===== config.mk =====
export PLATFORM = sky130hd
export DESIGN_NAME = accel_ctrl_regs
export DESIGN_NICKNAME = d
export VERILOG_FILES = /design/src/rtl/accel_ctrl_pkg.sv /design/src/rtl/acr_decode.sv /design/src/rtl/acr_handshake.sv /design/src/rtl/acr_irq.sv /design/src/rtl/accel_ctrl_regs.sv
export SDC_FILE = /design/constraint.sdc
export NUM_CORES = 1
export LEC_CHECK = 0
export ABC_CLOCK_PERIOD_IN_PS = 2000
export BUFFER_PORTS_ARGS = -buffer_cell sky130_fd_sc_hd__buf_4
export CORE_ASPECT_RATIO = 0.9
export CORE_MARGIN = 2
export CORE_UTILIZATION = 41
export CTS_BUF_LIST = sky130_fd_sc_hd__clkbuf_16
export CTS_CLUSTER_DIAMETER = 30
export DETAILED_ROUTE_END_ITERATION = 10
export PLACE_DENSITY = 0.83
export SETUP_SLACK_MARGIN = 0.15
export SYNTH_ARGS = -nofsm -noshare
export SYNTH_HDL_FRONTEND = slang
export SYNTH_SLANG_ARGS = --single-unit

===== constraint.sdc =====
create_clock -name clk -period 2 [get_ports clk]
set_clock_uncertainty 0.05 [all_clocks]
set_input_delay 0.2 -clock clk [delete_from_list [all_inputs] [get_ports clk]]
set_output_delay 0.2 -clock clk [all_outputs]
set_load 0.01 [all_outputs]

===== src/rtl/accel_ctrl_pkg.sv =====
package accel_ctrl_pkg;
  localparam int NSRC = 2;

  // word indices of the mapped registers
  localparam int W_CTRL = 0;
  localparam int W_GIE  = 1;
  localparam int W_IER  = 2;
  localparam int W_ISR  = 3;

  // control word bit positions (software depends on these)
  localparam int B_START  = 0;
  localparam int B_DONE   = 1;
  localparam int B_IDLE   = 2;
  localparam int B_READY  = 3;
  localparam int B_FLUSH  = 5;
  localparam int B_FSTAT  = 6;
  localparam int B_AUTO   = 7;

  // interrupt source order
  localparam int S_DONE  = 0;
  localparam int S_READY = 1;

  function automatic logic [NSRC-1:0] w1c_next(input logic [NSRC-1:0] cur,
                                               input logic [NSRC-1:0] set,
                                               input logic [NSRC-1:0] clr);
    return (cur & ~clr) | set;
  endfunction

  function automatic logic irq_level(input logic gie,
                                     input logic [NSRC-1:0] pend,
                                     input logic [NSRC-1:0] en);
    return gie & (|(pend & en));
  endfunction
endpackage


===== src/rtl/acr_decode.sv =====
module acr_decode #(
  parameter int ADDR_W = 6,
  parameter int NREG   = 4
) (
  input  logic              wr_en,
  input  logic              rd_en,
  input  logic [ADDR_W-1:0] addr,
  output logic [NREG-1:0]   wr_sel,
  output logic [NREG-1:0]   rd_sel
);
  localparam int WORD_W = ADDR_W - 2;

  logic [WORD_W-1:0] word;
  assign word = addr[ADDR_W-1:2];

  for (genvar g = 0; g < NREG; g++) begin : g_sel
    assign wr_sel[g] = wr_en && (word == WORD_W'(g));
    assign rd_sel[g] = rd_en && (word == WORD_W'(g));
  end
endmodule


===== src/rtl/acr_handshake.sv =====
module acr_handshake (
  input  logic clk,
  input  logic rst_n,
  input  logic wr_ctrl,
  input  logic rd_ctrl,
  input  logic wr_start_bit,
  input  logic wr_flush_bit,
  input  logic wr_auto_bit,
  input  logic core_done,
  input  logic core_ready,
  input  logic flush_done,
  output logic start_q,
  output logic auto_q,
  output logic done_q,
  output logic flush_q,
  output logic fstat_q,
  output logic continue_o
);
  logic wr_start;
  assign wr_start = wr_ctrl & wr_start_bit;

  always_ff @(posedge clk or negedge rst_n) begin
    if (!rst_n) begin
      start_q <= 1'b0;
      auto_q  <= 1'b0;
      done_q  <= 1'b0;
      flush_q <= 1'b0;
      fstat_q <= 1'b0;
    end else begin
      if (wr_start)                    start_q <= 1'b1;
      else if (core_ready && !auto_q)  start_q <= 1'b0;

      if (wr_ctrl) auto_q <= wr_auto_bit;

      if (core_done)    done_q <= 1'b1;
      else if (rd_ctrl) done_q <= 1'b0;

      if (wr_ctrl && wr_flush_bit) flush_q <= 1'b1;
      if (flush_q && flush_done)   fstat_q <= 1'b1;
    end
  end

  assign continue_o = auto_q ? core_done : (rd_ctrl & done_q);
endmodule


===== src/rtl/acr_irq.sv =====
module acr_irq
  import accel_ctrl_pkg::*;
(
  input  logic            clk,
  input  logic            rst_n,
  input  logic            wr_gie,
  input  logic            wr_ier,
  input  logic            wr_isr,
  input  logic [NSRC-1:0] wdata,
  input  logic [NSRC-1:0] src_level,
  output logic            gie_q,
  output logic [NSRC-1:0] ier_q,
  output logic [NSRC-1:0] isr_q,
  output logic [NSRC-1:0] src_rise,
  output logic            irq_o
);
  logic [NSRC-1:0] prev_q;
  logic [NSRC-1:0] clr;

  assign src_rise = src_level & ~prev_q;
  assign clr      = wr_isr ? wdata : '0;

  always_ff @(posedge clk or negedge rst_n) begin
    if (!rst_n) begin
      gie_q  <= 1'b0;
      ier_q  <= '0;
      isr_q  <= '0;
      prev_q <= '0;
    end else begin
      prev_q <= src_level;
      isr_q  <= w1c_next(isr_q, src_rise, clr);
      if (wr_gie) gie_q <= wdata[0];
      if (wr_ier) ier_q <= wdata;
    end
  end

  assign irq_o = irq_level(gie_q, isr_q, ier_q);
endmodule


===== src/rtl/accel_ctrl_regs.sv =====
module accel_ctrl_regs
  import accel_ctrl_pkg::*;
#(
  parameter int ADDR_W = 6,
  parameter int DATA_W = 32
) (
  input  logic              clk,
  input  logic              rst_n,
  input  logic              bus_wr_en,
  input  logic              bus_rd_en,
  input  logic [ADDR_W-1:0] bus_addr,
  input  logic [DATA_W-1:0] bus_wdata,
  output logic [DATA_W-1:0] bus_rdata,
  output logic              core_start,
  output logic              core_continue,
  output logic              flush_req,
  input  logic              core_done,
  input  logic              core_ready,
  input  logic              core_idle,
  input  logic              flush_done,
  output logic              irq
);
  localparam int NREG = 4;

  logic [NREG-1:0] wr_sel, rd_sel;
  logic            start_q, auto_q, done_q, flush_q, fstat_q;
  logic            gie_q;
  logic [NSRC-1:0] ier_q, isr_q, src_rise, src_level;
  logic            wr_start;
  logic [DATA_W-1:0] rd_val;

  acr_decode #(.ADDR_W(ADDR_W), .NREG(NREG)) i_dec (
    .wr_en(bus_wr_en), .rd_en(bus_rd_en), .addr(bus_addr),
    .wr_sel(wr_sel), .rd_sel(rd_sel)
  );

  assign wr_start = wr_sel[W_CTRL] & bus_wdata[B_START];

  acr_handshake i_hs (
    .clk(clk), .rst_n(rst_n),
    .wr_ctrl(wr_sel[W_CTRL]), .rd_ctrl(rd_sel[W_CTRL]),
    .wr_start_bit(bus_wdata[B_START]), .wr_flush_bit(bus_wdata[B_FLUSH]),
    .wr_auto_bit(bus_wdata[B_AUTO]),
    .core_done(core_done), .core_ready(core_ready), .flush_done(flush_done),
    .start_q(start_q), .auto_q(auto_q), .done_q(done_q),
    .flush_q(flush_q), .fstat_q(fstat_q), .continue_o(core_continue)
  );

  assign src_level[S_DONE]  = core_done;
  assign src_level[S_READY] = core_ready;

  acr_irq i_irq (
    .clk(clk), .rst_n(rst_n),
    .wr_gie(wr_sel[W_GIE]), .wr_ier(wr_sel[W_IER]), .wr_isr(wr_sel[W_ISR]),
    .wdata(bus_wdata[NSRC-1:0]), .src_level(src_level),
    .gie_q(gie_q), .ier_q(ier_q), .isr_q(isr_q), .src_rise(src_rise),
    .irq_o(irq)
  );

  always_comb begin
    rd_val = '0;
    if (rd_sel[W_CTRL]) begin
      rd_val[B_START] = start_q;
      rd_val[B_DONE]  = done_q;
      rd_val[B_IDLE]  = core_idle;
      rd_val[B_READY] = core_ready;
      rd_val[B_FLUSH] = flush_q;
      rd_val[B_FSTAT] = fstat_q;
      rd_val[B_AUTO]  = auto_q;
    end else if (rd_sel[W_GIE]) begin
      rd_val[0] = gie_q;
    end else if (rd_sel[W_IER]) begin
      rd_val[NSRC-1:0] = ier_q;
    end else if (rd_sel[W_ISR]) begin
      rd_val[NSRC-1:0] = isr_q;
    end
  end

  always_ff @(posedge clk or negedge rst_n) begin
    if (!rst_n)         bus_rdata <= '0;
    else if (bus_rd_en) bus_rdata <= rd_val;
  end

  assign core_start = start_q;
  assign flush_req  = flush_q;
endmodule


# Word-level counts from Yosys, hierarchy flattened

Index checks and enable logic that the tools add are counted.

Bits in registers: 19
Input port bits: 46
Output and inout port bits: 36
Word-level logic and storage cells: 51

Eq/ne operators: 3
Multiplexer cells: 13
Bitwise logic cells: 9
Reductions and logical operators: 16

Operator list:

| operator             | count |
|---|---|
| $logic_and A1 B1 Y1  | 11 |
| $mux W2              | 5 |
| $eq A4 B2 Y1 const B | 2 |
| $mux W1              | 7 |
| $and A2 B2 Y2        | 3 |
| $eq A4 B1 Y1 const B | 1 |
| $logic_not A4 Y1     | 1 |
| $not A2 Y2           | 2 |
| $reduce_bool A2 Y1   | 2 |
| $and A1 B1 Y1        | 3 |
| $mux W3              | 1 |
| $or A2 B2 Y2         | 1 |
| $reduce_or A2 Y1     | 1 |
| $logic_not A1 Y1     | 1 |

# Logic depth before layout (Yosys ltp)

Gate-level depths: netlist of the first run.

Depth after elaboration: 6
Depth in mapped cells: 5

# By module

A second synthesis of the first run with hierarchy kept.

Cells, all modules: 111
Area total of the unflattened synthesis: 1,096.1 um2

Modules (own cells, without submodules):

| module          | times used | cells each | area an instance (um2) |
|---|---|---|---|
| accel_ctrl_regs | 1          | 65         | 554.3 |
| acr_irq         | 1          | 18         | 270.3 |
| acr_handshake   | 1          | 15         | 190.2 |
| acr_decode      | 1          | 13         | 81.3 |

# Least setup slack after synthesis of the first run

No wires, ideal clock.

Kind: flip-flop to flip-flop
Start: register i_hs.start_q
End: register bus_rdata[0]
Library setup time: 0.117 ns
Arrival: 0.995 ns
Data required time: 1.833 ns
Slack: 0.838 ns
Cell stages (with the launch flop): 4
Path buffers: 0
Period minus slack after synthesis: 1.162 ns
Cells stage by stage: dfrtp_1 mux4_2 nand3_2 o21ai_2

Longest elaborated chain between the ends: 1

Ends and longest elaborated chain:

| item                   | RTL line              | text |
|---|---|---|
| start, declared        | acr_handshake.sv:12   | `output logic start_q,` |
| start signal, assigned | acr_handshake.sv:24   | `start_q <= 1'b0;` |
| start signal, assigned | acr_handshake.sv:30   | `if (wr_start) start_q <= 1'b1;` |
| start signal, assigned | acr_handshake.sv:31   | `else if (core_ready && !auto_q) start_q <= 1'b0;` |
| $mux W2                | accel_ctrl_regs.sv:62 | `if (rd_sel[W_CTRL]) begin` |
| end signal, assigned   | accel_ctrl_regs.sv:81 | `else if (bus_rd_en) bus_rdata <= rd_val;` |
| end, declared          | accel_ctrl_regs.sv:13 | `output logic [DATA_W-1:0] bus_rdata,` |

No other way between the ends.
A chain may end at the register's enable or synchronous reset.

# Worst setup path in the final report of the first run

Start: register i_hs.done_q
End: output core_continue

Longest elaborated chain between the ends: 2

Ends and longest elaborated chain:

| item                   | RTL line              | text |
|---|---|---|
| start, declared        | acr_handshake.sv:14   | `output logic done_q,` |
| start signal, assigned | acr_handshake.sv:26   | `done_q <= 1'b0;` |
| start signal, assigned | acr_handshake.sv:35   | `if (core_done) done_q <= 1'b1;` |
| start signal, assigned | acr_handshake.sv:36   | `else if (rd_ctrl) done_q <= 1'b0;` |
| $and A1 B1 Y1          | acr_handshake.sv:43   | `assign continue_o = auto_q ? core_done : (rd_ctrl & done_q);` |
| $mux W1                | acr_handshake.sv:43   |  |
| end, declared          | accel_ctrl_regs.sv:15 | `output logic core_continue,` |

No other way between the ends.

==> flow_metrics.env, run 1 <==
export IMPL_wirelength_met1_um=745
export IMPL_wl_per_cell_um=12.5
export IMPL_most_common_cell_after_layout_fill_and_taps_aside="sky130_fd_sc_hd__buf_4"
export IMPL_ctsHtreeMaxLevel=1
export IMPL_detail_route_antenna_nets=0
export IMPL_ys_seq_elements=19
export IMPL_routed_via_density=4.73
export IMPL_clock_sinks=19
export IMPL_global_route_usage_total=0.134
export IMPL_syn_mean_instance_area_sq_um=11.4
export IMPL_outcome="complete, no violations"
export IMPL_critical_path_max_fanout=2
export IMPL_cpMaxStageDelayCell="sky130_fd_sc_hd__dfrtp_1"
export IMPL_pin_count_of_the_biggest_net_entering_global_routing=20
export IMPL_pin_count=82
export IMPL_layout_common_cells="sky130_fd_sc_hd__buf_4 (27), sky130_fd_sc_hd__conb_1 (25), sky130_fd_sc_hd__dfrtp_1 (19), sky130_fd_sc_hd__a22o_1 (9), sky130_fd_sc_hd__inv_1 (5)"
export IMPL_min_period_over_period=0.663
export IMPL_dr_total_vias=691
export IMPL_timing_critical_path_cells="inv_1 -> nor2_1 -> a22o_1 -> buf_4"
export IMPL_clock_tree_from_tritoncts="built"
export IMPL_layout_min_cycle_time_ps=1330
export IMPL_antenna_cells=0
export IMPL_tritoncts_num_buffers=3
export IMPL_cp_required_ps=1750
export IMPL_power_density_nw_per_um2=835
export IMPL_gp_congestion=0.871
export IMPL_cts_repair_timing_setup_buffer_count=0
export IMPL_row_count=17
export IMPL_fin_util=0.509
export IMPL_placement_io_buffers=26
export IMPL_drv_max_cap_violation_count=0
export IMPL_timing_setup_critical_path_class="reg2out"
export IMPL_end_kind="output port"
export IMPL_cpPeakStageDelay_ps=370
export IMPL_dieArea_sq_um=2930
export IMPL_worst_endpoint_arrival_ps=1080
export IMPL_finalHoldWorstSlack_ps=36.9
export IMPL_grt_first_pass_wirelength_um=2990
export IMPL_power_total_w=0.00103
export IMPL_layout_drive_gt1_share=0.305
export IMPL_holdCritPathClass="in2reg"
export IMPL_syn_cell_area_sq_um=1030
export IMPL_drtPass1Iterations=4
export IMPL_total_leakage_power_nw=0.653
export IMPL_number_of_global_route_vias_before_repair=647
export IMPL_path_clk_slew_ps=50
export IMPL_netlist_instances=90
export IMPL_detail_route_iter0_violations=16
export IMPL_route_top_layer_used="met4"
export IMPL_setup_tns_ps=0
export IMPL_dieWidth_um=56.8
export IMPL_final_net_count=165
export IMPL_timing_hold_violations_final=0
export IMPL_ys_warn_count=0
export IMPL_worstSetupStartpointType="flop"
export IMPL_final_cell_area_excluding_filler_cells_sq_um=1230
export IMPL_rsz0062_at_grt="no"
export IMPL_core_sq_um=2420
export IMPL_met3WireLength_um=152
export IMPL_yosys_cell_types_count=28
export IMPL_die_height_um=51.5
export IMPL_max_clock_path_buffers=2
export IMPL_postRouteWirelength_um=1820
export IMPL_wl_met2_um=892
export IMPL_report_final_slew_viol_count=0
export IMPL_areaGrowthSynthToFinish_pct=20.1
export IMPL_clkLatencyLatePin_ps=250
export IMPL_dpl_cell_area_sq_um=1140
export IMPL_final_setup_viol_count=0
export IMPL_fmax_mhz=754
export IMPL_initial_utilization=0.424
export IMPL_grt_antenna_before_repair=0
export IMPL_max_vdd_ir_drop_mv=0.740
export IMPL_synth_sequential_area_ratio=0.462
export IMPL_ctsRootBufferMaster="sky130_fd_sc_hd__clkbuf_16"
export IMPL_detail_route_drc_violations=0
export IMPL_grt_residual_overflow=0
## per-layer routing
| metal | up-vias | global-route usage |
|---|---|---|
| li1 | 318 | - |
| met1 | 327 | 0.165 |
| met2 | 42 | 0.217 |
| met3 | 4 | 0.0373 |
| met4 | 0 | 0.0736 |
| met5 | - | 0 |
## repair_timing
| item | CTS | global route |
|---|---|---|
| hold buffers | 1 | 0 |
| gates resized for setup | 0 | 0 |
| hold endpoints to repair | 19 | 0 |
## power by group
part           leakage, nW  total, W  internal (W)  switching (W)
clock               0.0409  0.000409      0.000268       0.000141
sequential           0.229  0.000448      0.000420      0.0000283
combinational        0.384  0.000175     0.0000871      0.0000877
## cell families (layout without fill, tap and decap cells)
logic type | Yosys count | count (layout) | share of synthesized area
muxes | 6 | 6 | 0.0754
DFF | 19 | 19 | 0.462
other | 1 | 25 | 0.00365
and+or+nand+nor | 14 | 14 | 0.0986
AOI/OAI and AO/OA | 17 | 17 | 0.136
buffers and inverters | 33 | 37 | 0.224
## layout make-up
class                      instances  area (sq um)
clock buffer                       3          75.1
clock inverter                     1          5.00
fill                             223          1190
inverter                           5          18.8
multi-input combinational         62           413
sequential                        19           475
tap                               28          35.0
timing repair buffer              28           213
## worst max-delay path, delay by kind of cell (launching register included)
kind,cells,cell delay (ps)
compound gates,1,210
buf+inv,2,210
flops,1,370
simple gates,1,40
## stage by stage
step,std cells,setup WS [ps]
2_1_floorplan,114,838
3_3_place_gp,141,629
3_5_place_dp,141,592
4_1_cts,146,664
5_1_grt,146,604
6_report,146,675
## path summary, 6_finish.rpt
check                                          from                          to  slack (ps)  depth (start not counted)
max                         i_hs.done_q$_DFFE_PN0P_               core_continue         670                          4
min in group asynchronous                     rst_n   i_irq.prev_q[0]$_DFF_PN0_         310                          2
min                                       core_done   i_irq.prev_q[0]$_DFF_PN0_          40                          1
max in group asynchronous                     rst_n  i_irq.ier_q[1]$_DFFE_PN0P_        1400                          2
max reg2reg                i_irq.isr_q[0]$_DFF_PN0_    bus_rdata[0]$_DFFE_PN0P_         810                          3
min reg2reg                i_hs.fstat_q$_DFFE_PN0P_    i_hs.fstat_q$_DFFE_PN0P_         410                          1
## synthesized netlist by cell type
cell type / n / area, sq um
sky130_fd_sc_hd__conb_1: 1 / 3.75
sky130_fd_sc_hd__mux2i_1: 1 / 10.0
sky130_fd_sc_hd__mux4_2: 1 / 22.5
sky130_fd_sc_hd__buf_4: 26 / 195
sky130_fd_sc_hd__o211ai_1: 1 / 7.51
sky130_fd_sc_hd__o21bai_1: 1 / 7.51
sky130_fd_sc_hd__buf_2: 1 / 5.00
sky130_fd_sc_hd__nand3_1: 1 / 5.00
sky130_fd_sc_hd__a22oi_1: 1 / 7.51
sky130_fd_sc_hd__mux2_1: 4 / 45.0
sky130_fd_sc_hd__dfrtp_1: 19 / 475
sky130_fd_sc_hd__o21ai_0: 1 / 5.00
sky130_fd_sc_hd__nand2b_1: 1 / 6.26
sky130_fd_sc_hd__o211a_1: 1 / 10.0
sky130_fd_sc_hd__buf_6: 1 / 11.3
sky130_fd_sc_hd__and3_1: 1 / 6.26
sky130_fd_sc_hd__nand3b_1: 1 / 7.51
sky130_fd_sc_hd__nor2_1: 3 / 11.3
sky130_fd_sc_hd__and2_1: 1 / 6.26
sky130_fd_sc_hd__nand3_2: 1 / 10.0
sky130_fd_sc_hd__a22o_1: 9 / 78.8
sky130_fd_sc_hd__o21ai_2: 1 / 8.76
sky130_fd_sc_hd__nand4_1: 2 / 12.5
sky130_fd_sc_hd__a21o_1: 2 / 15.0
sky130_fd_sc_hd__inv_1: 5 / 18.8
sky130_fd_sc_hd__nor2b_1: 1 / 6.26
sky130_fd_sc_hd__nor3b_4: 1 / 18.8
sky130_fd_sc_hd__nand3b_2: 1 / 11.3
## state kept, by name, summed over array words and instances, names as in the netlist
register	count
bus_rdata	7
i_hs.auto_q	1
i_hs.done_q	1
i_hs.flush_q	1
i_hs.fstat_q	1
i_hs.start_q	1
i_irq.gie_q	1
i_irq.ier_q	2
i_irq.isr_q	2
i_irq.prev_q	2
Power figures use the tool's default switching activity.
==> run 2: changes to the inputs <==
--- a/config.mk
+++ b/config.mk
@@ -5,15 +5,15 @@
 export SDC_FILE = /design/constraint.sdc
 export NUM_CORES = 1
 export LEC_CHECK = 0
-export ABC_CLOCK_PERIOD_IN_PS = 2000
+export ABC_CLOCK_PERIOD_IN_PS = 1200
 export BUFFER_PORTS_ARGS = -buffer_cell sky130_fd_sc_hd__buf_4
 export CORE_ASPECT_RATIO = 0.9
 export CORE_MARGIN = 2
-export CORE_UTILIZATION = 41
+export CORE_UTILIZATION = 35
 export CTS_BUF_LIST = sky130_fd_sc_hd__clkbuf_16
 export CTS_CLUSTER_DIAMETER = 30
 export DETAILED_ROUTE_END_ITERATION = 10
-export PLACE_DENSITY = 0.83
+export PLACE_DENSITY = 0.76
 export SETUP_SLACK_MARGIN = 0.15
 export SYNTH_ARGS = -nofsm -noshare
 export SYNTH_HDL_FRONTEND = slang
==> constraint.sdc (replaced) <==
create_clock -name clk -period 1.2 [get_ports clk]
set_clock_uncertainty 0.05 [all_clocks]
set_input_delay 0.12 -clock clk [delete_from_list [all_inputs] [get_ports clk]]
set_output_delay 0.12 -clock clk [all_outputs]
set_load 0.01 [all_outputs]
==> run 2 against run 1 <==
Effect of this change: clock power is 61% higher; die area rose by 16%; sequential power rose by 67%; non-clock buffer count grew 10; the run now ends with setup timing left.
==> flow_metrics.env, run 2 (same netlist as run 1, synthesis figures left out) <==
export IMPL_dr_total_vias=723
export IMPL_max_clock_path_buffers=2
export IMPL_placement_io_buffers=26
export IMPL_dieArea_sq_um=3390
export IMPL_min_period_over_period=1.07
export IMPL_grt_residual_overflow=0
export IMPL_pin_count_of_the_biggest_net_entering_global_routing=20
export IMPL_max_vdd_ir_drop_mv=0.745
export IMPL_regArea_sq_um=475
export IMPL_cpPeakStageDelay_ps=390
export IMPL_end_kind="output port"
export IMPL_timing_hold_violations_final=0
export IMPL_power_density_nw_per_um2=1280
export IMPL_largest_register_ffs=7
export IMPL_dpl_cell_count=157
export IMPL_power_total_w=0.00173
export IMPL_die_height_um=55.4
export IMPL_largest_register="bus_rdata"
export IMPL_final_critical_path_setup_slack_ps=-87.6
export IMPL_final_net_count=175
export IMPL_report_final_slew_viol_count=0
export IMPL_failing_checks="setup timing"
export IMPL_path_clk_slew_ps=50
export IMPL_clock_sinks=19
export IMPL_most_common_cell_after_layout_fill_and_taps_aside="sky130_fd_sc_hd__buf_4"
export IMPL_critical_path_max_fanout=2
export IMPL_holdCritPathClass="in2reg"
export IMPL_drtPass1Iterations=4
export IMPL_dieWidth_um=61.1
export IMPL_timing_setup_critical_path_class="reg2out"
export IMPL_cpMaxStageDelayCell="sky130_fd_sc_hd__dfrtp_1"
export IMPL_dp_slack_ps=2.21
export IMPL_global_route_usage_total=0.122
export IMPL_setup_tns_ps=-134
export IMPL_detail_route_antenna_nets=0
export IMPL_gp_congestion=0.842
export IMPL_initial_utilization=0.371
export IMPL_worst_endpoint_arrival_ps=1120
export IMPL_ctsHtreeMaxLevel=1
export IMPL_layout_filler_cells=272
export IMPL_outcome="complete, but fails checks"
export IMPL_grt_antenna_before_repair=0
export IMPL_timing_critical_path_cells="buf_6 -> a22oi_2 -> nor2b_1 -> buf_4"
export IMPL_row_count=18
export IMPL_routed_via_density=4.30
export IMPL_multiInputGateArea_sq_um=420
export IMPL_layout_common_cells="sky130_fd_sc_hd__buf_4 (30), sky130_fd_sc_hd__conb_1 (25), sky130_fd_sc_hd__dfrtp_1 (19), sky130_fd_sc_hd__a22o_1 (9)"
export IMPL_worstSetupStartpointType="flop"
export IMPL_areaGrowthSynthToFinish_pct=31.8
export IMPL_detail_route_iter0_violations=6
export IMPL_fin_util=0.489
export IMPL_fmax_mhz=777
export IMPL_grt_first_pass_wirelength_um=3190
export IMPL_cp_required_ps=1030
export IMPL_rsz0062_at_grt="yes"
export IMPL_total_leakage_power_nw=0.707
export IMPL_wl_per_cell_um=11.6
export IMPL_fin_cells=168
export IMPL_drv_max_cap_violation_count=0
export IMPL_ctsRootBufferMaster="sky130_fd_sc_hd__clkbuf_16"
export IMPL_antenna_cells=0
export IMPL_layout_drive_gt1_share=0.359
export IMPL_clkLatencyLatePin_ps=240
export IMPL_number_of_global_route_vias_before_repair=727
export IMPL_final_setup_viol_count=2
export IMPL_dpl_hpwl_um=1500
export IMPL_pin_count=82
export IMPL_detail_route_drc_violations=0
export IMPL_clock_tree_from_tritoncts="built"
export IMPL_postRouteWirelength_um=1960
export IMPL_tritoncts_num_buffers=3
export IMPL_core_sq_um=2770
export IMPL_layout_min_cycle_time_ps=1290
==> run 2: cell count changes in the layout (fill, tap and decap cells not counted), sizes merged <==
| cell | delta |
|---|---|
| buf | +8 |
| dlygate4sd3 | +2 |
| clkinv | -1 |
| inv | +1 |
==> run 2: final timing paths <==
path	startpoint	endpoint	slack, ps	cells past startpoint
min in group asynchronous	rst_n	i_irq.gie_q$_DFFE_PN0P_	230	2
setup / recovery	i_irq.isr_q[0]$_DFF_PN0_	irq	-90	4
setup reg to reg	i_irq.ier_q[0]$_DFFE_PN0P_	bus_rdata[0]$_DFFE_PN0P_	50	3
max in group asynchronous	rst_n	i_irq.prev_q[1]$_DFF_PN0_	670	2
hold reg to reg	i_hs.fstat_q$_DFFE_PN0P_	i_hs.fstat_q$_DFFE_PN0P_	410	1
hold / removal	bus_wdata[5]	i_hs.flush_q$_DFFE_PN0P_	30	2
==> run 2: critical path, delay by kind of cell, from the launching register on <==
kind,cells,cell delay (ps)
AOI/OAI and AO/OA,1,150
buffers and inverters,2,270
DFF,1,390
and+or+nand+nor,1,70
==> run 2: metrics by stage <==
step | hold slack [ps] | instance area [sq um]
5_1_grt | 48.3 | 1360
2_1_floorplan | -226 | 1120
3_3_place_gp | -47.8 | 1190
4_1_cts | 28.1 | 1340
6_report | 26.8 | 1360
3_5_place_dp | -39.9 | 1190
==> run 2: layout make-up <==
class	instances	share of cell area
flip-flops and latches	19	0.351
multi-input cells	62	0.310
repair buffers	38	0.230
clock buffers	3	0.0554
well taps	40	0.0369
inverters	5	0.0139
clock inverters	1	0.00277
==> run 2: power breakdown <==
part | total (W) | switching, W | internal (W)
clock network | 0.000660 | 0.000218 | 0.000442
logic | 0.000322 | 0.000151 | 0.000170
registers | 0.000749 | 0.0000499 | 0.000699
total | 0.00173 | 0.000420 | 0.00131
==> run 2: what timing repair did <==
action,in CTS,in global routing
endpoints found under the hold margin,21,0
resized for setup,5,3
setup endpoints to repair,4,5
hold buffers,3,0
pin swaps,1,2
setup buffers,3,1
==> run 2: routing by layer <==
layer  up-vias  track usage  share of wire  wire length [um]
met2        27        0.216           0.52              1010
met3         0       0.0375          0.075               146
li1        338            -              -                 -
met5         -            0              0                 0
met1       358        0.149           0.41               796
met4         0      0.00932              0                 0
